## src/rtl/walk_pkg.sv

```systemverilog
package walk_pkg;

    localparam int PT_W = 16;
    localparam int SC_W = 12;
    localparam int LZ_W = $clog2(PT_W + 2);
    localparam logic [PT_W-1:0] MIX_K = PT_W'(16'hB5C3);

    typedef struct packed {
        logic [PT_W-1:0] x;
        logic [PT_W-1:0] y;
        logic [SC_W-1:0] c;
        logic [SC_W-1:0] d;
    } walk_t;

    typedef struct packed {
        logic  act;
        walk_t w;
    } slot_t;

    // stand-in for the iteration arithmetic
    function automatic walk_t walk_advance(input walk_t t);
        walk_t n;
        n.x = {t.x[PT_W-2:0], t.x[PT_W-1]} ^ t.y ^ MIX_K;
        n.y = t.y + t.x;
        n.c = t.c + SC_W'(1);
        n.d = t.d + t.c;
        return n;
    endfunction

    function automatic logic [LZ_W-1:0] lead_zeros(input logic [PT_W-1:0] v);
        logic [LZ_W-1:0] n;
        logic            seen;
        n    = '0;
        seen = 1'b0;
        for (int i = PT_W - 1; i >= 0; i--) begin
            if (!seen && !v[i]) n = n + LZ_W'(1);
            else                seen = 1'b1;
        end
        return n;
    endfunction

endpackage

```

## src/rtl/walk_step_unit.sv

```systemverilog
module walk_step_unit
    import walk_pkg::*;
(
    input  walk_t           cur,
    input  logic [LZ_W-1:0] lz_min,
    output walk_t           nxt,
    output logic            is_dist
);

    always_comb begin
        nxt     = walk_advance(cur);
        is_dist = (lead_zeros(nxt.x) >= lz_min);
    end

endmodule

```

## src/rtl/walk_delay_line.sv

```systemverilog
module walk_delay_line
    import walk_pkg::*;
#(
    parameter int DEPTH = 8
) (
    input  logic  clk,
    input  logic  rst_n,
    input  slot_t in_slot,
    output slot_t out_slot,
    output logic  first_act
);

    slot_t pipe_d [DEPTH];
    slot_t pipe_q [DEPTH];

    always_comb begin
        pipe_d[0] = in_slot;
        for (int i = 1; i < DEPTH; i++) begin
            pipe_d[i] = pipe_q[i-1];
        end
    end

    always_ff @(posedge clk or negedge rst_n) begin
        if (!rst_n) begin
            for (int i = 0; i < DEPTH; i++) pipe_q[i] <= '0;
        end else begin
            for (int i = 0; i < DEPTH; i++) pipe_q[i] <= pipe_d[i];
        end
    end

    assign out_slot  = pipe_q[DEPTH-1];
    assign first_act = pipe_q[0].act;

endmodule

```

## src/rtl/dist_buffer.sv

```systemverilog
module dist_buffer
    import walk_pkg::*;
#(
    parameter int DEPTH = 8
) (
    input  logic                       clk,
    input  logic                       rst_n,
    input  logic                       push,
    input  walk_t                      push_data,
    input  logic                       pop,
    input  logic                       ovf_clr,
    output walk_t                      head,
    output logic [$clog2(DEPTH+1)-1:0] count,
    output logic                       ovf
);

    localparam int PTR_W = (DEPTH > 1) ? $clog2(DEPTH) : 1;
    localparam int CNT_W = $clog2(DEPTH + 1);

    typedef struct packed {
        logic [PTR_W-1:0] rd;
        logic [PTR_W-1:0] wr;
        logic [CNT_W-1:0] cnt;
        logic             ovf;
    } buf_state_t;

    buf_state_t st_d, st_q;
    walk_t      mem [DEPTH];
    logic       pop_ok, push_ok, drop;

    function automatic logic [PTR_W-1:0] bump(input logic [PTR_W-1:0] p);
        return (p == PTR_W'(DEPTH - 1)) ? '0 : p + PTR_W'(1);
    endfunction

    always_comb begin
        st_d    = st_q;
        pop_ok  = pop && (st_q.cnt != '0);
        push_ok = push && (st_q.cnt != CNT_W'(DEPTH));
        drop    = push && (st_q.cnt == CNT_W'(DEPTH));
        if (pop_ok)  st_d.rd = bump(st_q.rd);
        if (push_ok) st_d.wr = bump(st_q.wr);
        st_d.cnt = st_q.cnt + CNT_W'(push_ok) - CNT_W'(pop_ok);
        st_d.ovf = drop | (st_q.ovf & ~ovf_clr);
    end

    always_ff @(posedge clk or negedge rst_n) begin
        if (!rst_n) st_q <= '0;
        else        st_q <= st_d;
    end

    always_ff @(posedge clk) begin
        if (push_ok) mem[st_q.wr] <= push_data;
    end

    assign head  = mem[st_q.rd];
    assign count = st_q.cnt;
    assign ovf   = st_q.ovf;

    // occupancy never passes capacity
    p_cap_r7: assert property (@(posedge clk) disable iff (!rst_n)
        st_q.cnt <= CNT_W'(DEPTH));

    // a capture into a full buffer leaves the sticky flag set
    p_drop_sticky_r7: assert property (@(posedge clk) disable iff (!rst_n)
        (push && st_q.cnt == CNT_W'(DEPTH)) |=> st_q.ovf);

    // popping an empty buffer changes nothing
    p_empty_pop_r6: assert property (@(posedge clk) disable iff (!rst_n)
        (st_q.cnt == '0 && !push) |=> (st_q.cnt == '0));

endmodule

```

## src/rtl/walk_ring_shell.sv

```systemverilog
module walk_ring_shell
    import walk_pkg::*;
#(
    parameter int RING_DEPTH = 8,
    parameter int BUF_DEPTH  = 8
) (
    input  logic                            clk,
    input  logic                            rst_n,
    input  logic                            stage_wr,
    input  logic [PT_W-1:0]                 stage_x,
    input  logic [PT_W-1:0]                 stage_y,
    input  logic [SC_W-1:0]                 stage_c,
    input  logic [SC_W-1:0]                 stage_d,
    output logic                            stage_ready,
    input  logic [LZ_W-1:0]                 lz_min,
    input  logic                            kill_req,
    input  logic [$clog2(RING_DEPTH)-1:0]   kill_id,
    input  logic                            buf_pop,
    output logic [PT_W-1:0]                 buf_x,
    output logic [PT_W-1:0]                 buf_y,
    output logic [SC_W-1:0]                 buf_c,
    output logic [SC_W-1:0]                 buf_d,
    output logic [$clog2(BUF_DEPTH+1)-1:0]  buf_count,
    output logic                            buf_ovf,
    input  logic                            ovf_clr
);

    localparam int ID_W = $clog2(RING_DEPTH);

    typedef struct packed {
        logic                  stg_vld;
        walk_t                 stg;
        logic [ID_W-1:0]       ptr;
        logic [RING_DEPTH-1:0] pend;
    } ctl_t;

    ctl_t  ctl_d, ctl_q;
    slot_t ring_in, ring_out;
    walk_t adv, head;
    logic  adv_dist, kill_hit, kill_now, keep, inject, push, first_act;

    walk_step_unit u_step (
        .cur     (ring_out.w),
        .lz_min  (lz_min),
        .nxt     (adv),
        .is_dist (adv_dist)
    );

    walk_delay_line #(.DEPTH(RING_DEPTH)) u_ring (
        .clk       (clk),
        .rst_n     (rst_n),
        .in_slot   (ring_in),
        .out_slot  (ring_out),
        .first_act (first_act)
    );

    always_comb begin
        ctl_d    = ctl_q;
        kill_hit = kill_req && (kill_id == ctl_q.ptr);
        kill_now = ctl_q.pend[ctl_q.ptr] | kill_hit;
        keep     = ring_out.act && !kill_now;
        inject   = !keep && ctl_q.stg_vld;
        push     = keep && adv_dist;

        ring_in.act = keep | inject;
        if (keep)        ring_in.w = adv;
        else if (inject) ring_in.w = ctl_q.stg;
        else             ring_in.w = '0;

        if (inject) ctl_d.stg_vld = 1'b0;
        if (stage_wr && !ctl_q.stg_vld) begin
            ctl_d.stg_vld = 1'b1;
            ctl_d.stg.x   = stage_x;
            ctl_d.stg.y   = stage_y;
            ctl_d.stg.c   = stage_c;
            ctl_d.stg.d   = stage_d;
        end

        ctl_d.pend[ctl_q.ptr] = 1'b0;
        if (kill_req && !kill_hit && (32'(kill_id) < RING_DEPTH)) begin
            ctl_d.pend[kill_id] = 1'b1;
        end

        ctl_d.ptr = (ctl_q.ptr == ID_W'(RING_DEPTH - 1)) ? '0 : ctl_q.ptr + ID_W'(1);
    end

    always_ff @(posedge clk or negedge rst_n) begin
        if (!rst_n) ctl_q <= '0;
        else        ctl_q <= ctl_d;
    end

    dist_buffer #(.DEPTH(BUF_DEPTH)) u_buf (
        .clk       (clk),
        .rst_n     (rst_n),
        .push      (push),
        .push_data (adv),
        .pop       (buf_pop),
        .ovf_clr   (ovf_clr),
        .head      (head),
        .count     (buf_count),
        .ovf       (buf_ovf)
    );

    assign stage_ready = !ctl_q.stg_vld;
    assign buf_x       = head.x;
    assign buf_y       = head.y;
    assign buf_c       = head.c;
    assign buf_d       = head.d;

    // an accepted write makes the register busy
    p_ready_drop_r2: assert property (@(posedge clk) disable iff (!rst_n)
        (stage_wr && stage_ready) |=> !stage_ready);

    // a busy staging register keeps its contents until injected
    p_stage_hold_r2: assert property (@(posedge clk) disable iff (!rst_n)
        (!stage_ready && !inject) |=> (!stage_ready && $stable(ctl_q.stg)));

    // injection empties the staging register
    p_inject_frees_r3: assert property (@(posedge clk) disable iff (!rst_n)
        inject |=> stage_ready);

    // a live walk re-enters the ring
    p_walk_kept_r8: assert property (@(posedge clk) disable iff (!rst_n)
        (ring_out.act && !kill_now) |=> first_act);

    // a killed slot with nothing staged re-enters idle
    p_kill_frees_r9: assert property (@(posedge clk) disable iff (!rst_n)
        (kill_now && !ctl_q.stg_vld) |=> !first_act);

endmodule

```

## config.mk

```make
export PLATFORM = sky130hd
export DESIGN_NAME = walk_ring_shell
export DESIGN_NICKNAME = d
export VERILOG_FILES = /design/src/rtl/walk_pkg.sv /design/src/rtl/walk_step_unit.sv /design/src/rtl/walk_delay_line.sv /design/src/rtl/dist_buffer.sv /design/src/rtl/walk_ring_shell.sv
export SDC_FILE = /design/constraint.sdc
export NUM_CORES = 1
export LEC_CHECK = 0
export ABC_AREA = 1
export BUFFER_PORTS_ARGS = -buffer_cell sky130_fd_sc_hd__buf_2
export CAP_MARGIN = 20
export CORE_ASPECT_RATIO = 1.4
export CORE_MARGIN = 5
export CORE_UTILIZATION = 50
export DETAILED_ROUTE_END_ITERATION = 10
export PLACE_DENSITY = 0.71
export SLEW_MARGIN = 20
export SYNTH_ARGS = -nofsm -noshare
export SYNTH_HDL_FRONTEND = slang
export SYNTH_SLANG_ARGS = --single-unit
```

## constraint.sdc

```tcl
create_clock -name clk -period 11.6 [get_ports clk]
set_input_delay 0.58 -clock clk [delete_from_list [all_inputs] [get_ports clk]]
set_output_delay 0.58 -clock clk [all_outputs]
set_load 0.005 [all_outputs]
```

==> results of run 1 <==
==> power by group <==
part           internal, mW  switching (mW)  total, mW
clock                  1.79            1.29       3.08
sequential             4.84           0.376       5.22
combinational         0.919            2.22       3.14
total                  7.55            3.89       11.4
==> critical path, delay by kind of cell (launching register included) <==
kind / cells / cell delay (ps)
AO/OA/AOI/OAI: 12 / 1740
AND/OR/NAND/NOR: 16 / 2990
flip-flops: 1 / 400
adder cells (fa/ha/maj): 9 / 2600
buffers and inverters: 10 / 1360
==> cells in the mapped netlist, drive strengths merged, types with 2 or more instances <==
cell    number  area, µm²
nand2      165      671.9
o21ai      262       1311
o21bai       3      22.52
o22ai       59      369.1
nand3b       2      15.01
clkinv       7      27.52
a211oi       2      15.01
a21oi       29      145.1
edfxtp     448      13450
buf         10      52.55
xor2        30      270.3
a22o        40      350.3
clkbuf      98      367.9
o41ai        8      70.07
a21o         3      22.52
or2          2      12.51
a31oi       57      356.6
inv        125      471.7
nand4       10      77.57
ha          57      713.2
nand3       49      305.3
xnor2       21      183.9
o31ai        3      22.52
fa           3      60.06
dfrtp      535      13390
nor2       449       1810
nor3         5      25.02
mux2        56      630.6
==> layout by cell type (no fill, tap or decap), types with 59 or more instances in the layout <==
cell	netlist	layout
o22ai_1	59	59
dfrtp_1	535	533
o21ai_0	258	258
nand2_1	148	147
buf_2	0	130
nor2_1	435	426
clkbuf_16	0	93
edfxtp_1	448	448
inv_1	118	117
==> cells by family after synthesis <==
family | Yosys count | share of synthesized area (%)
simple gates | 684 | 8.316
buf+inv | 240 | 2.609
flops | 983 | 76.14
xor+xnor | 51 | 1.288
mux | 56 | 1.789
compound gates | 468 | 7.666
fa+ha+maj | 60 | 2.193
==> per-stage QoR <==
step	worst slack (ps)	instance area [µm²]	hold WS [ps]
4_1_cts	2043	40310	113.0
3_3_place_gp	2313	37030	332.1
3_5_place_dp	2104	37160	334.7
6_report	2083	40410	160.3
2_1_floorplan	2294	35250	284.4
5_1_grt	1308	40410	143.3
==> final timing paths <==
path	end	cells past startpoint	slack (ps)
setup / recovery	u_buf.mem[1][18]	47	2080
hold / removal	ctl_q[50]	2	160
setup reg to reg	u_buf.mem[1][18]	47	2080
hold reg to reg	u_ring.out_slot[41]	0	330
max in group asynchronous	u_buf.st_q[8]	5	8710
min in group asynchronous	ctl_q[17]	2	450
==> area by class of cell <==
| cell class | instances | area, µm² | share of cell area, % |
|---|---|---|---|
| Antenna cell | 2 | 5.005 | 0.01238 |
| Multi-Input combinational cell | 1319 | 7607 | 18.82 |
| Tap cell | 936 | 1171 | 2.898 |
| Inverter | 132 | 506.7 | 1.254 |
| Timing Repair Buffer | 171 | 1121 | 2.774 |
| Clock inverter | 46 | 560.5 | 1.387 |
| Sequential cell | 983 | 26850 | 66.43 |
| Clock buffer | 123 | 2594 | 6.418 |
==> flip-flops by register name, summed over array words and instances, names as in the netlist <==
name              cells
u_buf.st_q            6
ctl_q                68
u_ring.pipe_d       398
u_buf.mem           448
u_buf.ovf             1
u_ring.out_slot      57
u_ring.first_act      1
u_buf.count           4
==> timing repair <==
action | 4_1_cts | 5_1_grt
setup buffers | 0 | 0
hold endpoints to repair | 0 | 57
hold buffers | 0 | 1
setup endpoints to repair | 0 | 0
resized for setup | 0 | 0
==> metal layers <==
layer  vias up  global-route usage [%]  share of wire [%]
met3       154                   2.933                4.6
met4         2                   9.709                4.6
met1     10240                   25.63                 39
li1       9130                       -                  -
met5         -                       0              0.074
met2       624                   36.64                 52
==> impl_metrics.csv, run 1 <==
group,metric,value,unit
worst_setup_path,startpoint_type,"register",
worst_setup_path,path_class,"register to register",
finish,fin_nets,2828,
timing,hold_viol,0,
run_status,status,"complete, no violations",
power_and_ir_drop,leakagePower,16.82,nW
worst_setup_path,crit_path_end_kind,"register",
timing,skew,26.08,ps
global_routing,gr-total-overflow,0,
worst_setup_path,r2r_start,"u_ring.out_slot[52]",
timing,setup_viol,0,
yosys,ys_async_sr_fraction,54.43,%
timing,clock.fmax,0.1051,GHz
global_routing,grt_max_degree,155,
worst_setup_path,critical_path.startpoint,"u_ring.out_slot[52]",
floorplan,io_pins,132,
detailed_routing,vias,20150,
min_path,hold_path.class,"primary input to register",
floorplan,core_area,70070,µm²
floorplan,rows,115,
finish,fin_util,57.67,%
power_and_ir_drop,fin_total_pwr,11.44,mW
place,port_buffers,131,
global_routing,grt_first_pass_wirelength,121.3,mm
finish,drive_gt1_share,16.11,%
detailed_routing,drt_iter0_drc,1682,
finish,fillers,5425,
power_and_ir_drop,ir_drop,0.1920,mV
worst_setup_path,slowest_delay,820,ps
yosys,synthFlopType,"dfrtp_1",
yosys,yosys_warnings,0,
floorplan,initial_core_util,50.31,%
timing,worst_pin_slew,1107,ps
worst_setup_path,critPathMaxFanout,29,
timing,final.min_clock_period,9517,ps
timing,relSlewSlack,25.97,%
finish,finalNonFillerCells,3712,
timing,drv_slew,0,
yosys,syn_nets,2672,
clock_tree,clock-sinks,983,
worst_setup_path,slowest_stage,"nor2_4",
clock_tree,clockRootBuffer,"clkbuf_16",
yosys,syn_avg_cell_area,13.87,µm²
timing,fin_tns_setup,0,ps
yosys,ys_ff_latch,983,
global_routing,grt_pass1_vias,21170,
floorplan,die_w,234.4,µm
detailed_routing,dr.pass1.iters,6,
clock_tree,cts_tree,"yes",
global_routing,track_usage,20.84,%
yosys,syn_area,35250,µm²
timing,timing.final.crit_share,82.04,%
place,place_hpwl,48.89,mm
yosys,synth_seq_area_share,76.14,%
place,place_inst,3537,
clock_tree,cts.htree.levels,3,
detailed_routing,ant_nets,0,
floorplan,die_h,324.2,µm
worst_setup_path,critPathArrivalTime,9800,ps
detailed_routing,wl_per_cell,21.19,µm
clock_tree,cts_max_path_buffers,3,
worst_setup_path,required,11880,ps
detailed_routing,drc,0,
finish,synthToLayoutAreaGrowth,14.64,%
clock_tree,clk_pin_slew,60,ps
yosys,netlist_instances,2542,
place,finalWeightedCongestion,0.8326,
power_and_ir_drop,p_per_area,283.0,nW/µm²
timing,rsz0062_at_grt,"false",
clock_tree,cts_buffers,91,
clock_tree,clock_latency,660,ps
job,max_cap_violations,0,
detailed_routing,routed_wl,78.65,mm
floorplan,dieArea,75990,µm²
min_path,min-delay-start,"stage_y[15]",
yosys,synth_cell_type_count,45,
yosys,synth_edf_count,448,
detailed_routing,viasPerCell,5.428,
global_routing,antenna_found_initial,1,
(Power assumes the default switching activity.)
==> inputs of run 2 (changes only) <==
clock period = 9.4 ns   (was 11.6 ns; I/O delays follow)
==> impl_metrics.csv, run 2 (synthesis results as in run 1) <==
group,metric,value,unit
detailed_routing,drc,0,
place,place_hpwl,47.24,mm
clock_tree,clock_latency,650,ps
timing,drv_slew,0,
clock_tree,clockRootBuffer,"clkbuf_16",
detailed_routing,vias,20060,
worst_setup_path,path_class,"register to register",
timing,clock.fmax,0.1165,GHz
timing,timing.final.crit_share,91.33,%
clock_tree,cts.htree.levels,3,
timing,worst_pin_slew,1153,ps
detailed_routing,viasPerCell,5.388,
worst_setup_path,slowest_stage,"dfrtp_1",
timing,fin_tns_setup,0,ps
finish,drive_gt1_share,16.62,%
clock_tree,clock-sinks,983,
global_routing,track_usage,20.62,%
detailed_routing,wl_per_cell,20.95,µm
detailed_routing,drt_iter0_drc,1615,
detailed_routing,routed_wl,78.00,mm
timing,rsz0062_at_grt,"false",
floorplan,core_area,70070,µm²
timing,final.min_clock_period,8585,ps
global_routing,grt_max_degree,175,
worst_setup_path,startpoint_type,"register",
worst_setup_path,critPathMaxFanout,47,
worst_setup_path,critical_path.startpoint,"u_ring.out_slot[37]",
worst_setup_path,critPathArrivalTime,8880,ps
timing,relSlewSlack,22.86,%
clock_tree,cts_max_path_buffers,3,
floorplan,die_h,324.2,µm
place,port_buffers,131,
floorplan,io_pins,132,
clock_tree,cts_tree,"yes",
floorplan,rows,115,
finish,largest-register,"u_buf.mem",
run_status,status,"complete, no violations",
timing,setup_viol,0,
clock_tree,cts_buffers,89,
detailed_routing,ant_nets,0,
worst_setup_path,slowest_delay,390,ps
finish,fin_nets,2840,
min_path,hold_path.class,"primary input to register",
global_routing,grt_pass1_vias,20910,
floorplan,initial_core_util,50.31,%
worst_setup_path,r2r_start,"u_ring.out_slot[37]",
worst_setup_path,crit_path_end_kind,"register",
worst_setup_path,cp_top_family,"simple AND/OR/NAND/NOR gates",
job,max_cap_violations,0,
worst_setup_path,crit_buf_inv,10,
timing,timing.final.ws_setup,814.7,ps
timing,skew,26.35,ps
clock_tree,clk_pin_slew,60,ps
finish,final_cell_mix,"dfrtp_1, edfxtp_1, nor2_1",
floorplan,dieArea,75990,µm²
floorplan,die_w,234.4,µm
timing,hold_viol,0,
min_path,min-delay-start,"stage_y[14]",
power_and_ir_drop,p_per_area,346.5,nW/µm²
global_routing,grt_first_pass_wirelength,119.8,mm
power_and_ir_drop,leakagePower,16.89,nW
finish,mostFrequentLayoutCell,"dfrtp_1",
global_routing,antenna_found_initial,0,
place,pre_cts_ws,480.3,ps
place,finalWeightedCongestion,0.8311,
power_and_ir_drop,ir_drop,0.2128,mV
global_routing,gr-total-overflow,0,
finish,synthToLayoutAreaGrowth,14.96,%
finish,largest_reg_flops,448,
worst_setup_path,required,9690,ps
detailed_routing,dr.pass1.iters,5,
==> run 2: timing repair <==
item,4_1_cts,5_1_grt
setup buffers,0,17
gates resized for setup,0,2
hold endpoints to repair,104,0
hold buffers,1,0
endpoints found under the setup margin,0,439
==> run 2: report_power, final <==
| part | total (mW) | internal, mW | switching (mW) |
|---|---|---|---|
| registers | 6.44 | 5.98 | 0.463 |
| logic | 3.88 | 1.13 | 2.75 |
| clock network | 3.72 | 2.17 | 1.55 |
| total | 14.0 | 9.28 | 4.76 |
==> run 2: stage by stage <==
stage / instances / hold slack, ps / power, mW / util [%] / instance area, µm²
6_report: 3723 / 52.04 / 14.04 / 57.83 / 40530
5_1_grt: 3722 / 20.04 / 14.79 / 57.83 / 40520
4_1_cts: 3705 / 12.89 / 14.17 / 57.56 / 40330
3_5_place_dp: 3537 / 334.7 / 10.39 / 53.16 / 37250
3_3_place_gp: 3537 / 331.4 / 10.21 / 53.12 / 37220
2_1_floorplan: 2542 / 174.4 / 8.579 / - / 35250
==> run 2: routing by layer <==
metal	wire (µm)	track usage, %	up-vias
met3	3818	3.335	134
met4	2997	8.476	0
met2	40590	36.12	612
met5	0	0	-
li1	-	-	9137
met1	30600	25.71	10180
==> run 2: final timing paths <==
check	endpoint	slack, ps	cells after the start
min in group asynchronous	ctl_q[27]	530	2
max in group asynchronous	ctl_q[10]	6650	4
worst max-delay path	u_buf.mem[2][29]	810	47
worst min register to register	u_ring.out_slot[46]	330	0
worst min-delay path	ctl_q[49]	50	2
worst max register to register	u_buf.mem[2][29]	810	47
==> run 2: cell type report <==
class / instances / area (µm²)
clock inverter: 42 / 457.9
sequential: 983 / 26850
fill: 5273 / 29550
tap: 936 / 1171
inverter: 132 / 506.7
timing repair buffer: 185 / 1303
multi-input combinational: 1319 / 7625
antenna: 1 / 2.502
clock buffer: 125 / 2613
==> run 2: worst reg2reg max path, delay by kind of cell, from the launching register on <==
kind / cells / cell delay (ps)
AOI/OAI and AO/OA: 10 / 1590
adders and majority gates: 9 / 2530
buffers and inverters: 10 / 940
DFF: 1 / 390
and+or+nand+nor: 18 / 2740
==> inputs of run 3 (changes only) <==
CORE_UTILIZATION = 35   (was 50)
PLACE_DENSITY = 0.54   (was 0.71)
==> impl_metrics.csv, run 3 (synthesis results as in run 1) <==
group,metric,value,unit
global_routing,met2_usage,27.00,%
global_routing,busiest_layer,"met2",
global_routing,antenna_found_initial,3,
clock_tree,clock-sinks,983,
finish,final_cell_mix,"dfrtp_1, edfxtp_1, nor2_1",
timing,setup_viol,0,
min_path,hold_path.class,"primary input to register",
detailed_routing,drc,0,
finish,drive_gt1_share,17.23,%
clock_tree,clk_pin_slew,60,ps
global_routing,met3_usage,2.145,%
detailed_routing,wl_per_cell,19.78,µm
job,max_cap_violations,0,
place,dpl_cell_area,37730,µm²
timing,worst_pin_slew,1104,ps
timing,fin_tns_setup,0,ps
floorplan,die_w,278.2,µm
global_routing,use_met1,18.79,%
clock_tree,cts_tree,"yes",
floorplan,die_h,385.5,µm
clock_tree,cts_buffers,96,
timing,drv_slew,0,
detailed_routing,drt_iter0_drc,1201,
clock_tree,clock_latency,670,ps
min_path,hold_path_end,"ctl_q[63]",
detailed_routing,routed_wl,81.56,mm
finish,diodes,0,
power_and_ir_drop,p_per_area,349.1,nW/µm²
floorplan,rows,137,
clock_tree,cts_max_path_buffers,3,
timing,rsz0062_at_grt,"false",
worst_setup_path,startpoint_type,"register",
min_path,min_delay_path_depth,2,
run_status,status,"complete, no violations",
worst_setup_path,critPathMaxFanout,49,
floorplan,core_area,99760,µm²
worst_setup_path,slowest_delay,410,ps
worst_setup_path,r2r_cells,47,
detailed_routing,vias,19880,
clock_tree,cts.htree.levels,3,
finish,largest-register,"u_buf.mem",
place,port_buffers,131,
power_and_ir_drop,leakagePower,17.05,nW
finish,fin_area,41390,µm²
finish,synthToLayoutAreaGrowth,17.40,%
power_and_ir_drop,fin_total_pwr,14.45,mW
worst_setup_path,r2r-end,"u_buf.mem[7][55]",
floorplan,initial_core_util,35.34,%
global_routing,track_usage,15.03,%
timing,timing.final.crit_share,88.72,%
timing,relSlewSlack,26.14,%
worst_setup_path,r2r_start,"u_ring.out_slot[53]",
timing,final.min_clock_period,8340,ps
worst_setup_path,path_class,"register to register",
detailed_routing,viasPerCell,4.819,
clock_tree,clockRootBuffer,"clkbuf_16",
finish,mostFrequentLayoutCell,"dfrtp_1",
worst_setup_path,crit_path_end_kind,"register",
floorplan,io_pins,132,
worst_setup_path,r2r_setup_slack,1060,ps
worst_setup_path,slowest_stage,"dfrtp_1",
min_path,min-delay-start,"stage_x[12]",
timing,hold_viol,0,
global_routing,grt_first_pass_wirelength,124.5,mm
power_and_ir_drop,ir_drop,0.2003,mV
timing,clock.fmax,0.1199,GHz
global_routing,grt_pass1_vias,20680,
floorplan,dieArea,107300,µm²
detailed_routing,dr.pass1.iters,5,
detailed_routing,ant_nets,0,
finish,fin_nets,2852,
global_routing,gr-total-overflow,0,
timing,skew,35.12,ps
finish,largest_reg_flops,448,
place,finalWeightedCongestion,0.8181,
worst_setup_path,critPathArrivalTime,8660,ps
global_routing,grt_max_degree,142,
place,place_hpwl,50.99,mm
worst_setup_path,required,9720,ps
run 3: cell count changes in the layout (fill, tap and decap cells not counted), sizes merged:
cell	change
inv	+7
bufinv	+3
clkinv	-6
buf	-9
clkbuf	+4
diode	-1
dlygate4sd3	+14
clkinvlp	+5
run 3: critical path, delay by kind of cell, from the launching register on:
kind                     cells  cell delay, ps
adder cells (fa/ha/maj)      9            2500
AND/OR/NAND/NOR             17            2320
buffers and inverters       10            1100
flip-flops                   1             410
AO/OA/AOI/OAI               11            1630
run 3: how the worst max path moves through the flow:
stage	depth (start not counted)	endpoint	slack [ps]	from
finish	47	u_buf.mem[7][55]	1060	u_ring.out_slot[53]
detailed placement	47	u_buf.mem[7][54]	580	u_ring.out_slot[53]
global route	49	u_buf.mem[7][30]	140	u_ring.out_slot[53]
global placement	49	u_buf.mem[7][4]	730	u_ring.out_slot[53]
floorplan	46	u_buf.mem[1][0]	90	u_ring.out_slot[52]
CTS	47	u_buf.mem[7][54]	540	u_ring.out_slot[53]
run 3: through the flow:
step / cells / hold slack (ps) / setup slack (ps) / utilization (%)
floorplan: 2542 / 174.4 / 94.02 / -
global placement: 3926 / 331.7 / 729.9 / 37.76
detailed placement: 3926 / 334.7 / 576.0 / 37.82
CTS: 4121 / 0.05834 / 540.4 / 41.44
global route: 4124 / 16.02 / 135.3 / 41.49
finish: 4124 / 46.92 / 1060 / 41.49
run 3: area by class of cell:
class	instances	area [µm²]
Sequential cell	983	26850
Clock inverter	51	673.1
Tap cell	1320	1652
Timing Repair Buffer	190	1262
Inverter	132	508.0
Clock buffer	129	2788
Fill cell	9183	58380
Multi-Input combinational cell	1319	7656
run 3: routing by layer:
layer / part of all wire [%] / up-vias / routed length [µm]
met1: 42 / 10100 / 34020
met2: 52 / 458 / 42130
met4: 2.8 / 2 / 2244
li1: - / 9184 / -
met5: 0.013 / - / 11
met3: 3.9 / 127 / 3150
run 3: what timing repair did:
| action | CTS | global route |
|---|---|---|
| hold buffers | 15 | 0 |
| endpoints found under the hold margin | 132 | 0 |
| gates resized for setup | 0 | 3 |
| setup buffers | 0 | 3 |
| setup endpoints to repair | 0 | 433 |
run 3: report_power, final:
group / internal (mW) / total, mW / switching, mW
logic: 1.16 / 3.93 / 2.77
registers: 5.98 / 6.43 / 0.460
clock network: 2.42 / 4.08 / 1.67
